$ cat config.mk
export PLATFORM = sky130hd
export DESIGN_NAME = eeprom_boot_reader
export DESIGN_NICKNAME = d
export VERILOG_FILES = /design/src/rtl/eeprom_boot_pkg.sv /design/src/rtl/eeprom_bit_engine.sv /design/src/rtl/eeprom_image_ram.sv /design/src/rtl/eeprom_boot_reader.sv
export SDC_FILE = /design/constraint.sdc
export NUM_CORES = 1
export LEC_CHECK = 0
export BUFFER_PORTS_ARGS = -buffer_cell sky130_fd_sc_hd__buf_4
export CAP_MARGIN = 40
export CORE_MARGIN = 1.5
export CORE_UTILIZATION = 53
export CTS_BUF_LIST = sky130_fd_sc_hd__clkbuf_4 sky130_fd_sc_hd__clkbuf_8
export CTS_CLUSTER_DIAMETER = 200
export DETAILED_ROUTE_END_ITERATION = 8
export PLACE_DENSITY_LB_ADDON = 0.12
export SLEW_MARGIN = 10
export SYNTH_ARGS = -nofsm -noshare
export SYNTH_HDL_FRONTEND = slang
export SYNTH_SLANG_ARGS = --single-unit
$ cat constraint.sdc
create_clock -name clk -period 3.8 [get_ports clk]
set_input_delay 0.19 -clock clk [delete_from_list [all_inputs] [get_ports clk]]
set_output_delay 0.19 -clock clk [all_outputs]
set_load 0.005 [all_outputs]
$ cat src/rtl/eeprom_boot_pkg.sv
package eeprom_boot_pkg;
  localparam logic [2:0] READ_OPCODE = 3'b110;

  typedef enum logic [1:0] {E_IDLE, E_SELECT, E_SHIFT} eng_e;
  typedef enum logic [1:0] {PH_SETUP, PH_HIGH, PH_HOLD} phase_e;
  typedef enum logic [2:0] {
    SQ_LOAD_REQ, SQ_LOAD_WAIT, SQ_EXTRACT, SQ_READY, SQ_HOST_WAIT
  } seq_e;
endpackage

$ cat src/rtl/eeprom_bit_engine.sv
module eeprom_bit_engine
  import eeprom_boot_pkg::*;
#(
  parameter int DIV = 625,
  parameter int AW  = 6,
  parameter int DW  = 16
) (
  input  logic          clk,
  input  logic          rst,
  input  logic          go,
  input  logic [AW-1:0] addr,
  output logic          done,
  output logic [DW-1:0] rdata,
  output logic          cs,
  output logic          sk,
  output logic          di,
  input  logic          dout_in
);
  localparam int TXB  = 3 + AW;
  localparam int TOTB = TXB + DW;
  localparam int CW   = (DIV < 2) ? 1 : $clog2(DIV);
  localparam int BW   = $clog2(TOTB + 1);

  eng_e            st;
  phase_e          ph;
  logic [CW-1:0]   div_cnt;
  logic [BW-1:0]   bit_idx;
  logic [TXB-1:0]  tx_sr;
  logic [DW-1:0]   rx_sr;
  logic            phase_end;

  assign phase_end = (div_cnt == CW'(DIV - 1));

  always_ff @(posedge clk) begin
    if (rst) begin
      st      <= E_IDLE;
      ph      <= PH_SETUP;
      div_cnt <= '0;
      bit_idx <= '0;
      tx_sr   <= '0;
      rx_sr   <= '0;
      rdata   <= '0;
      done    <= 1'b0;
      cs      <= 1'b0;
      sk      <= 1'b0;
      di      <= 1'b0;
    end else begin
      done <= 1'b0;
      case (st)
        E_IDLE: begin
          if (go) begin
            cs      <= 1'b1;
            sk      <= 1'b0;
            di      <= 1'b0;
            tx_sr   <= {READ_OPCODE, addr};
            div_cnt <= '0;
            st      <= E_SELECT;
          end
        end
        E_SELECT: begin
          if (phase_end) begin
            div_cnt <= '0;
            st      <= E_SHIFT;
            ph      <= PH_SETUP;
            bit_idx <= '0;
            di      <= tx_sr[TXB-1];
            tx_sr   <= tx_sr << 1;
          end else begin
            div_cnt <= div_cnt + 1'b1;
          end
        end
        E_SHIFT: begin
          if (!phase_end) begin
            div_cnt <= div_cnt + 1'b1;
          end else begin
            div_cnt <= '0;
            case (ph)
              PH_SETUP: begin
                sk <= 1'b1;
                ph <= PH_HIGH;
              end
              PH_HIGH: begin
                sk <= 1'b0;
                if (bit_idx >= BW'(TXB))
                  rx_sr <= {rx_sr[DW-2:0], dout_in};
                ph <= PH_HOLD;
              end
              default: begin
                if (bit_idx == BW'(TOTB - 1)) begin
                  cs    <= 1'b0;
                  di    <= 1'b0;
                  done  <= 1'b1;
                  rdata <= rx_sr;
                  st    <= E_IDLE;
                end else begin
                  bit_idx <= bit_idx + 1'b1;
                  di      <= tx_sr[TXB-1];
                  tx_sr   <= tx_sr << 1;
                end
                ph <= PH_SETUP;
              end
            endcase
          end
        end
        default: st <= E_IDLE;
      endcase
    end
  end

  // data line frozen while the clock is high and on its falling cycle
  p_di_steady_r3: assert property (@(posedge clk) disable iff (rst)
    (sk || $past(sk)) |-> $stable(di));

  // no clock pulse without chip select
  p_sk_needs_cs_r5: assert property (@(posedge clk) disable iff (rst)
    sk |-> cs);

  // completion strobe coincides with deselect
  p_done_deselects_r5: assert property (@(posedge clk) disable iff (rst)
    done |-> !cs);
endmodule

$ cat src/rtl/eeprom_image_ram.sv
module eeprom_image_ram #(
  parameter int DEPTH = 64,
  parameter int AW    = 6,
  parameter int DW    = 16
) (
  input  logic          clk,
  input  logic          we,
  input  logic [AW-1:0] waddr,
  input  logic [DW-1:0] wdata,
  input  logic [AW-1:0] raddr,
  output logic [DW-1:0] rdata
);
  logic [DW-1:0] mem [DEPTH];

  always_ff @(posedge clk) begin
    if (we)
      mem[waddr] <= wdata;
    rdata <= mem[raddr];
  end
endmodule

$ cat src/rtl/eeprom_boot_reader.sv
module eeprom_boot_reader
  import eeprom_boot_pkg::*;
#(
  parameter int CLK_PER_PHASE = 625,
  parameter int WORD_ADDR_W   = 6,
  parameter int WORD_W        = 16,
  parameter int IMAGE_WORDS   = 64,
  parameter int ADDR_BYTE_OFS = 20
) (
  input  logic                   clk,
  input  logic                   rst,
  input  logic                   start,
  input  logic [WORD_ADDR_W-1:0] offset,
  output logic                   busy,
  output logic [WORD_W-1:0]      word_out,
  output logic                   word_valid,
  output logic                   load_done,
  output logic                   eeprom_absent,
  output logic [47:0]            station_addr,
  output logic                   ee_cs,
  output logic                   ee_sk,
  output logic                   ee_di,
  input  logic                   ee_do
);
  localparam int AW       = WORD_ADDR_W;
  localparam int MAC_WORD = ADDR_BYTE_OFS / 2;

  seq_e            sq;
  logic [AW-1:0]   idx;
  logic [2:0]      ex_cnt;
  logic [WORD_W-1:0] w0, m0, m1;
  logic            eng_go, eng_done;
  logic [AW-1:0]   eng_addr;
  logic [WORD_W-1:0] eng_rdata;
  logic            ram_we;
  logic [AW-1:0]   ram_raddr;
  logic [WORD_W-1:0] ram_rdata;
  logic            blank_w0;

  eeprom_bit_engine #(.DIV(CLK_PER_PHASE), .AW(AW), .DW(WORD_W)) u_engine (
    .clk(clk), .rst(rst), .go(eng_go), .addr(eng_addr), .done(eng_done),
    .rdata(eng_rdata), .cs(ee_cs), .sk(ee_sk), .di(ee_di), .dout_in(ee_do)
  );

  eeprom_image_ram #(.DEPTH(IMAGE_WORDS), .AW(AW), .DW(WORD_W)) u_image (
    .clk(clk), .we(ram_we), .waddr(idx), .wdata(eng_rdata),
    .raddr(ram_raddr), .rdata(ram_rdata)
  );

  assign ram_we   = (sq == SQ_LOAD_WAIT) && eng_done;
  assign blank_w0 = (w0 == '0) || (w0 == '1);

  always_comb begin
    eng_go   = 1'b0;
    eng_addr = idx;
    if (sq == SQ_LOAD_REQ) begin
      eng_go = 1'b1;
    end else if (sq == SQ_READY && start) begin
      eng_go   = 1'b1;
      eng_addr = offset;
    end
    case (ex_cnt)
      3'd0:    ram_raddr = '0;
      3'd1:    ram_raddr = AW'(MAC_WORD);
      3'd2:    ram_raddr = AW'(MAC_WORD + 1);
      default: ram_raddr = AW'(MAC_WORD + 2);
    endcase
  end

  always_ff @(posedge clk) begin
    if (rst) begin
      sq            <= SQ_LOAD_REQ;
      idx           <= '0;
      ex_cnt        <= '0;
      w0            <= '0;
      m0            <= '0;
      m1            <= '0;
      busy          <= 1'b1;
      load_done     <= 1'b0;
      eeprom_absent <= 1'b0;
      station_addr  <= '0;
      word_out      <= '0;
      word_valid    <= 1'b0;
    end else begin
      word_valid <= 1'b0;
      case (sq)
        SQ_LOAD_REQ: sq <= SQ_LOAD_WAIT;
        SQ_LOAD_WAIT: begin
          if (eng_done) begin
            if (idx == AW'(IMAGE_WORDS - 1)) begin
              sq     <= SQ_EXTRACT;
              ex_cnt <= '0;
            end else begin
              idx <= idx + 1'b1;
              sq  <= SQ_LOAD_REQ;
            end
          end
        end
        SQ_EXTRACT: begin
          ex_cnt <= ex_cnt + 1'b1;
          case (ex_cnt)
            3'd1: w0 <= ram_rdata;
            3'd2: m0 <= ram_rdata;
            3'd3: m1 <= ram_rdata;
            3'd4: begin
              eeprom_absent <= blank_w0;
              station_addr  <= blank_w0 ? '0 :
                {m0[7:0], m0[15:8], m1[7:0], m1[15:8],
                 ram_rdata[7:0], ram_rdata[15:8]};
              load_done <= 1'b1;
              busy      <= 1'b0;
              sq        <= SQ_READY;
            end
            default: ;
          endcase
        end
        SQ_READY: begin
          if (start) begin
            busy <= 1'b1;
            sq   <= SQ_HOST_WAIT;
          end
        end
        SQ_HOST_WAIT: begin
          if (eng_done) begin
            word_out   <= eng_rdata;
            word_valid <= 1'b1;
            busy       <= 1'b0;
            sq         <= SQ_READY;
          end
        end
        default: sq <= SQ_READY;
      endcase
    end
  end

  // strobe only once busy has dropped
  p_valid_not_busy_r9: assert property (@(posedge clk) disable iff (rst)
    word_valid |-> !busy);

  // load completion is sticky
  p_loaded_sticks_r6: assert property (@(posedge clk) disable iff (rst)
    load_done |=> load_done);

  // absent image yields an empty station address
  p_absent_blank_r7: assert property (@(posedge clk) disable iff (rst)
    (load_done && eeprom_absent) |-> (station_addr == '0));

  // with no accepted request the EEPROM stays deselected
  p_cs_quiet_r10: assert property (@(posedge clk) disable iff (rst)
    (load_done && !busy) |-> !ee_cs);
endmodule

Yosys cells after proc, flatten, opt, wreduce, memory -nomap -nowiden
Memories as Yosys holds them, arrays and structs flattened. A register that Yosys moved wholly into a read port is not among the register bits.
Cells that the tools add are included.

storage, ports and cells
  memories kept = 1
  register bits = 192
  RAM bits = 1024

cells by class
  order comparisons = 1
  $add $sub $neg = 4
  reduce and logical (&&, ||, !) cells = 37
  equal/unequal tests = 27
  bitwise gates (word level) = 5
  muxes and demuxes = 61

memory list
  memory       depth  bits a word  rd ports  clocked after memory_dff  wr ports  line                    text
  u_image.mem  64     16           1         1                         1         eeprom_image_ram.sv:13  logic [DW-1:0] mem [DEPTH];

operators by type and width
  kind                   number
  $mux 48                1
  $mux 9                 5
  $pmux 9 s3             1
  $mux 10                2
  $mux 5                 4
  $pmux 10 s2            1
  $reduce_and 4->1       5
  $reduce_and 5->1       4
  $mux 1                 19
  $mux 3                 6
  $eq 16x16->1 const B   1
  $logic_not 16->1       1
  $mux 2                 8
  $pmux 3 s5             1
  $ne 2x1->1 const B     7
  $eq 3x2->1 const B     4
  $mux 6                 2
  $pmux 4 s3             1
  $reduce_and 2->1       6
  $add 10x1->10 const B  1
  $eq 10x10->1 const B   1
  $pmux 5 s2             1
  $reduce_and 3->1       3
  $ne 2x2->1 const B     4
  26 further kinds       46

Depth between registers and ports, before layout
  word-level depth = 6
  depth in mapped cells = 8

Cells and area by module
From an unflattened synthesis, not the netlist that was laid out.

unflattened totals
  cells, all modules = 2766
  area total of the unflattened synthesis = 48217.5 sq um

modules (own cells, without submodules)
  module              area an instance (sq um)  cells each  instances
  eeprom_image_ram    39978.3                   1820        1
  eeprom_boot_reader  5142.4                    598         1
  eeprom_bit_engine   3096.7                    348         1

Worst setup path before layout
OpenSTA, ideal clock, no wires.

  path type = register to register
  start point = reg sq[0]
  end point = mem u_image.mem[0][0], enable pin
  arrival = 2.477 ns
  cell stages (with the launch flop) = 5
  data required time = 3.391 ns
  setup slack = 0.913 ns
  library setup time = 0.409 ns
  path through = dfxtp_1 -> and4bb_2 -> nor3b_1 -> or3b_1 -> nor3_1

on the way
  longest elaborated chain between the ends = 4

RTL lines
  what                          line                      text
  start: declaration            eeprom_boot_reader.sv:28  seq_e sq;
  start signal: assignment      eeprom_boot_reader.sv:72  sq <= SQ_LOAD_REQ;
  start signal: assignment      eeprom_boot_reader.sv:87  SQ_LOAD_REQ: sq <= SQ_LOAD_WAIT;
  start signal: assignment      eeprom_boot_reader.sv:91  sq <= SQ_EXTRACT;
  $eq 3x1->1                    eeprom_boot_reader.sv:50  assign ram_we = (sq == SQ_LOAD_WAIT) && eng_done;
  $logic_and 1x1->1             eeprom_boot_reader.sv:50
  $mux 1                        eeprom_image_ram.sv:16    if (we)
  $mux 1 (not written as such)  eeprom_image_ram.sv:17    mem[waddr] <= wdata;
  end: declaration              eeprom_image_ram.sv:13

No other way between the ends.

Worst setup path in the final report
  start point = reg u_engine.st[0]
  end point = reg u_engine.tx_sr[0]

on the way
  longest elaborated chain between the ends = 3

RTL lines
  what                                                line                     text
  start: declaration                                  eeprom_bit_engine.sv:24  eng_e st;
  start signal: assignment                            eeprom_bit_engine.sv:36  st <= E_IDLE;
  start signal: assignment                            eeprom_bit_engine.sv:57  st <= E_SELECT;
  start signal: assignment                            eeprom_bit_engine.sv:63  st <= E_SHIFT;
  $eq 2x2->1, or another cell as far along            eeprom_bit_engine.sv:49  case (st)
  $ne 2x1->1 (no line), or another cell as far along  -
  $reduce_and 6->1 (no line)                          -
  end signal: assignment                              eeprom_bit_engine.sv:55  tx_sr <= {READ_OPCODE, addr};
  end signal: assignment                              eeprom_bit_engine.sv:67  tx_sr <= tx_sr << 1;
  end signal: assignment                              eeprom_bit_engine.sv:98  tx_sr <= tx_sr << 1;
  end: declaration                                    eeprom_bit_engine.sv:28  logic [TXB-1:0] tx_sr;

Parallel ways exist; a longest one is shown, timed or not.
A chain may end at the register's enable or synchronous reset.

==> results.json <==
{
  "drc": 0,
  "cts_max_level": 2,
  "synth_seq_cells": 272,
  "setup-violations-final": 0,
  "place_ws_ps": 1330,
  "grt-ovfl-total": 0,
  "gp_congestion": 0.833,
  "cp_max_fo": 10,
  "worst_slew_pin_slew_ps": 856,
  "floorplan.initialDensity_pct": 54.3,
  "crit_start": "u_engine.st[0]$_SDFFE_PP0P_",
  "p_per_area_mw_per_mm2": 492,
  "endpoint_kind": "flop",
  "yosysTopAreaCellShare_pct": 39.3,
  "grt_use_met1_pct": 29.9,
  "crit_path_start_kind": "flop",
  "report.final.hold_viol_count": 0,
  "max_freq_mhz": 402,
  "rrSetupSlack_ps": 1310,
  "antenna_found_initial": 0,
  "syn_area_per_cell_um2": 9.98,
  "cp.required_ps": 4220,
  "wl_per_cell_um": 15.9,
  "synthMuxAreaShare_pct": 3.76,
  "critPathKind": "reg2reg",
  "clock_skew_ps": 15.8,
  "min_path_cells": 4,
  "p_total_mw": 6.05,
  "first_iter_violations": 510,
  "core_area_mm2": 0.0195,
  "tns_ps": 0,
  "synthCells": 1063,
  "syn_area_mm2": 0.0106,
  "final_area_mm2": 0.0123,
  "synth_ff_type": "dfxtp_1",
  "vias": 7738,
  "cts_tree": "yes",
  "synth_xor_xnor_area_share_pct": 0.496,
  "busiest_layer": "met2",
  "ios": 81,
  "peakVddDrop_mv": 0.520,
  "hp-start": "offset[2]",
  "synth_edf_count": 64,
  "drt_pass1_iterations": 5,
  "grt.met2_usage_pct": 37.3,
  "grtUsageTotal_pct": 22.5,
  "finalWirelength_mm": 22.8,
  "slew_viol_final": 0,
  "cp_num_buf_inv": 1,
  "clockBufferDepth": 3,
  "synth_warnings": 0,
  "critPathMaxStageDelay_ps": 700,
  "rsz0062_at_grt": "no",
  "fin_ws_ps": 1310,
  "nets": 1164,
  "path_clk_slew_ps": 60,
  "grt_use_met3_pct": 4.44,
  "io_buffers": 80,
  "die_h_um": 144,
  "reg2regPathDepth": 6,
  "r2r-end": "u_engine.tx_sr[0]$_SDFFE_PP0P_",
  "die_w_um": 144,
  "slew_headroom_pct": 42.8,
  "diodes": 0,
  "critPathArrivalTime_ps": 2900,
  "clock_sinks": 272,
  "routed_via_density": 5.40,
  "r2r_start": "u_engine.st[0]$_SDFFE_PP0P_",
  "synthAdderAreaFrac_pct": 2.01,
  "yosysSeqAreaShare_pct": 57.4,
  "async_flop_share_pct": 0,
  "grt_max_degree": 72,
  "clkLatencyLatePin_ps": 530,
  "cp_cell_sequence": "inv_1 > ha_1 > nor2b_1 > o41ai_4 > nand3_4 > mux2_1",
  "synth_top_family_by_area": "simple AND/OR/NAND/NOR gates",
  "numCtsBuffers": 44,
  "ant_nets": 0,
  "period_minus_slack_ps": 2490,
  "yosysTopAreaCell": "dfxtp_1",
  "place_area_mm2": 0.0114,
  "worstHoldEndpoint": "u_engine.tx_sr[2]$_SDFFE_PP0P_",
  "synth_nets": 1090,
  "grt_pass1_wl_mm": 37.4,
  "leakage_nw": 4.46,
  "die_area_mm2": 0.0209,
  "critPathTopFamily": "compound AO/OA/AOI/OAI gates",
  "dpl.hpwl_mm": 15.2,
  "period_share_pct": 65.5,
  "synth_cell_types": 63,
  "rows": 51,
  "ys_top_cells_by_area": "dfxtp_1 39%, edfxtp_1 18%, nand2_1 5.7%",
  "layout-drive-gt1-share_pct": 16.6,
  "synth_compound_area_share_pct": 14.9,
  "slowest_stage": "o41ai_4",
  "synth-simple-area-share_pct": 18.1,
  "grt_pass1_vias": 7402,
  "max-cap-violations": 0,
  "worst_hold_path_type": "in2reg",
  "post_cts_resized": 0,
  "cts-root-buf": "clkbuf_8",
  "status": "finished clean",
  "area_growth_pct": 16.0
}
==> cells by family after synthesis <==
| family | after synthesis |
|---|---|
| XOR/XNOR | 6 |
| AO/OA/AOI/OAI | 254 |
| adder cells (fa/ha/maj) | 17 |
| buffers and inverters | 88 |
| flip-flops | 272 |
| multiplexers | 39 |
| AND/OR/NAND/NOR | 387 |
==> routing by layer <==
layer / part of all wire, % / vias to the layer above / wire length [um]
met5: 0 / - / 0
met3: 5.0 / 36 / 1150
met1: 47 / 3607 / 10600
met2: 46 / 187 / 10600
met4: 1.9 / 0 / 425
li1: - / 3908 / -
==> state kept, by name (all words and copies together), names as in the netlist, 3 cells and up <==
register,cells
u_engine.rdata,16
u_engine.rx_sr,16
u_image.rdata,16
station_addr,48
ex_cnt,3
u_engine.tx_sr,9
u_engine.bit_idx,5
m0,16
sq,3
m1,16
word_out,16
w0,16
u_engine.div_cnt,10
u_image.mem,64
idx,6
==> worst max path at each step <==
stage	slack, ps	to	cells after the start
after floorplan	910	u_image.mem[0][0]$_DFFE_PP_	4
after global placement	1410	u_engine.rx_sr[10]$_SDFFE_PP0P_	6
after detailed placement	1330	u_engine.tx_sr[0]$_SDFFE_PP0P_	6
after CTS	1300	u_engine.tx_sr[0]$_SDFFE_PP0P_	6
after global routing	1150	u_engine.tx_sr[0]$_SDFFE_PP0P_	6
final	1310	u_engine.tx_sr[0]$_SDFFE_PP0P_	6
==> what timing repair did <==
item | CTS | global route
hold buffers | 3 | 0
hold endpoints to repair | 9 | 0
setup buffers | 0 | 0
==> area by class of cell <==
cell class	instances	area (um2)
clock buffers	70	813
clock inverters	8	43.8
fillers	1677	7230
inverters	20	75.1
multi-input cells	703	4180
flip-flops and latches	272	6090
well taps	265	332
repair buffers	96	768
==> worst min-delay path, delay by kind of cell <==
kind	cells	cell delay, ps
compound gates	1	70
mux	2	240
buf+inv	1	80
==> where the power goes <==
| part | total (mW) | switching [mW] | internal [mW] |
|---|---|---|---|
| Sequential | 3.04 | 0.0381 | 3.00 |
| Combinational | 0.576 | 0.350 | 0.226 |
| Clock | 2.43 | 1.08 | 1.36 |
| Total | 6.05 | 1.47 | 4.58 |
==> placed cells by master, fill, tap and decap left out, types with 6 or more instances in the layout <==
cell type	Yosys	layout
clkbuf_4	0	24
nor2b_1	24	24
inv_1	19	19
nand2b_1	40	40
edfxtp_1	64	64
a21oi_1	110	110
nand4_1	14	14
ha_1	17	17
mux2_2	6	6
nor2_1	48	47
dfxtp_1	208	208
o21ai_0	62	62
nand3_1	43	43
clkbuf_8	0	46
a22o_1	48	48
buf_4	1	90
nor4_1	7	6
mux2i_1	32	32
nor3_1	9	8
nand2_1	162	162
==> through the flow <==
stage / utilization [%] / instances / hold slack [ps]
floorplan: - / 1063 / 346
global route: 63.0 / 1434 / 98.8
detailed placement: 58.5 / 1353 / 447
CTS: 63.0 / 1434 / 63.2
global placement: 58.1 / 1350 / 443
finish: 63.0 / 1434 / 93.4
==> synth_stat cells, drive strengths merged (2+ instances only) <==
cell	n
clkbuf	50
and4	2
nand3b	5
nor2	48
buf	18
nand4	14
nand3	44
o21ai	63
nand4b	2
and2	5
a41o	2
or2	2
o22ai	3
nand2b	40
nand2	162
nor2b	24
and3	6
nor3b	4
o211ai	3
mux2	7
o2111ai	2
inv	19
edfxtp	64
a22oi	5
a31oi	4
a211oi	2
or3b	3
mux2i	32
nor3	11
a22o	48
a311oi	2
and4b	3
a21oi	110
dfxtp	208
o31ai	4
ha	17
nor4	7
xor2	5
(Power assumes the default switching activity.)
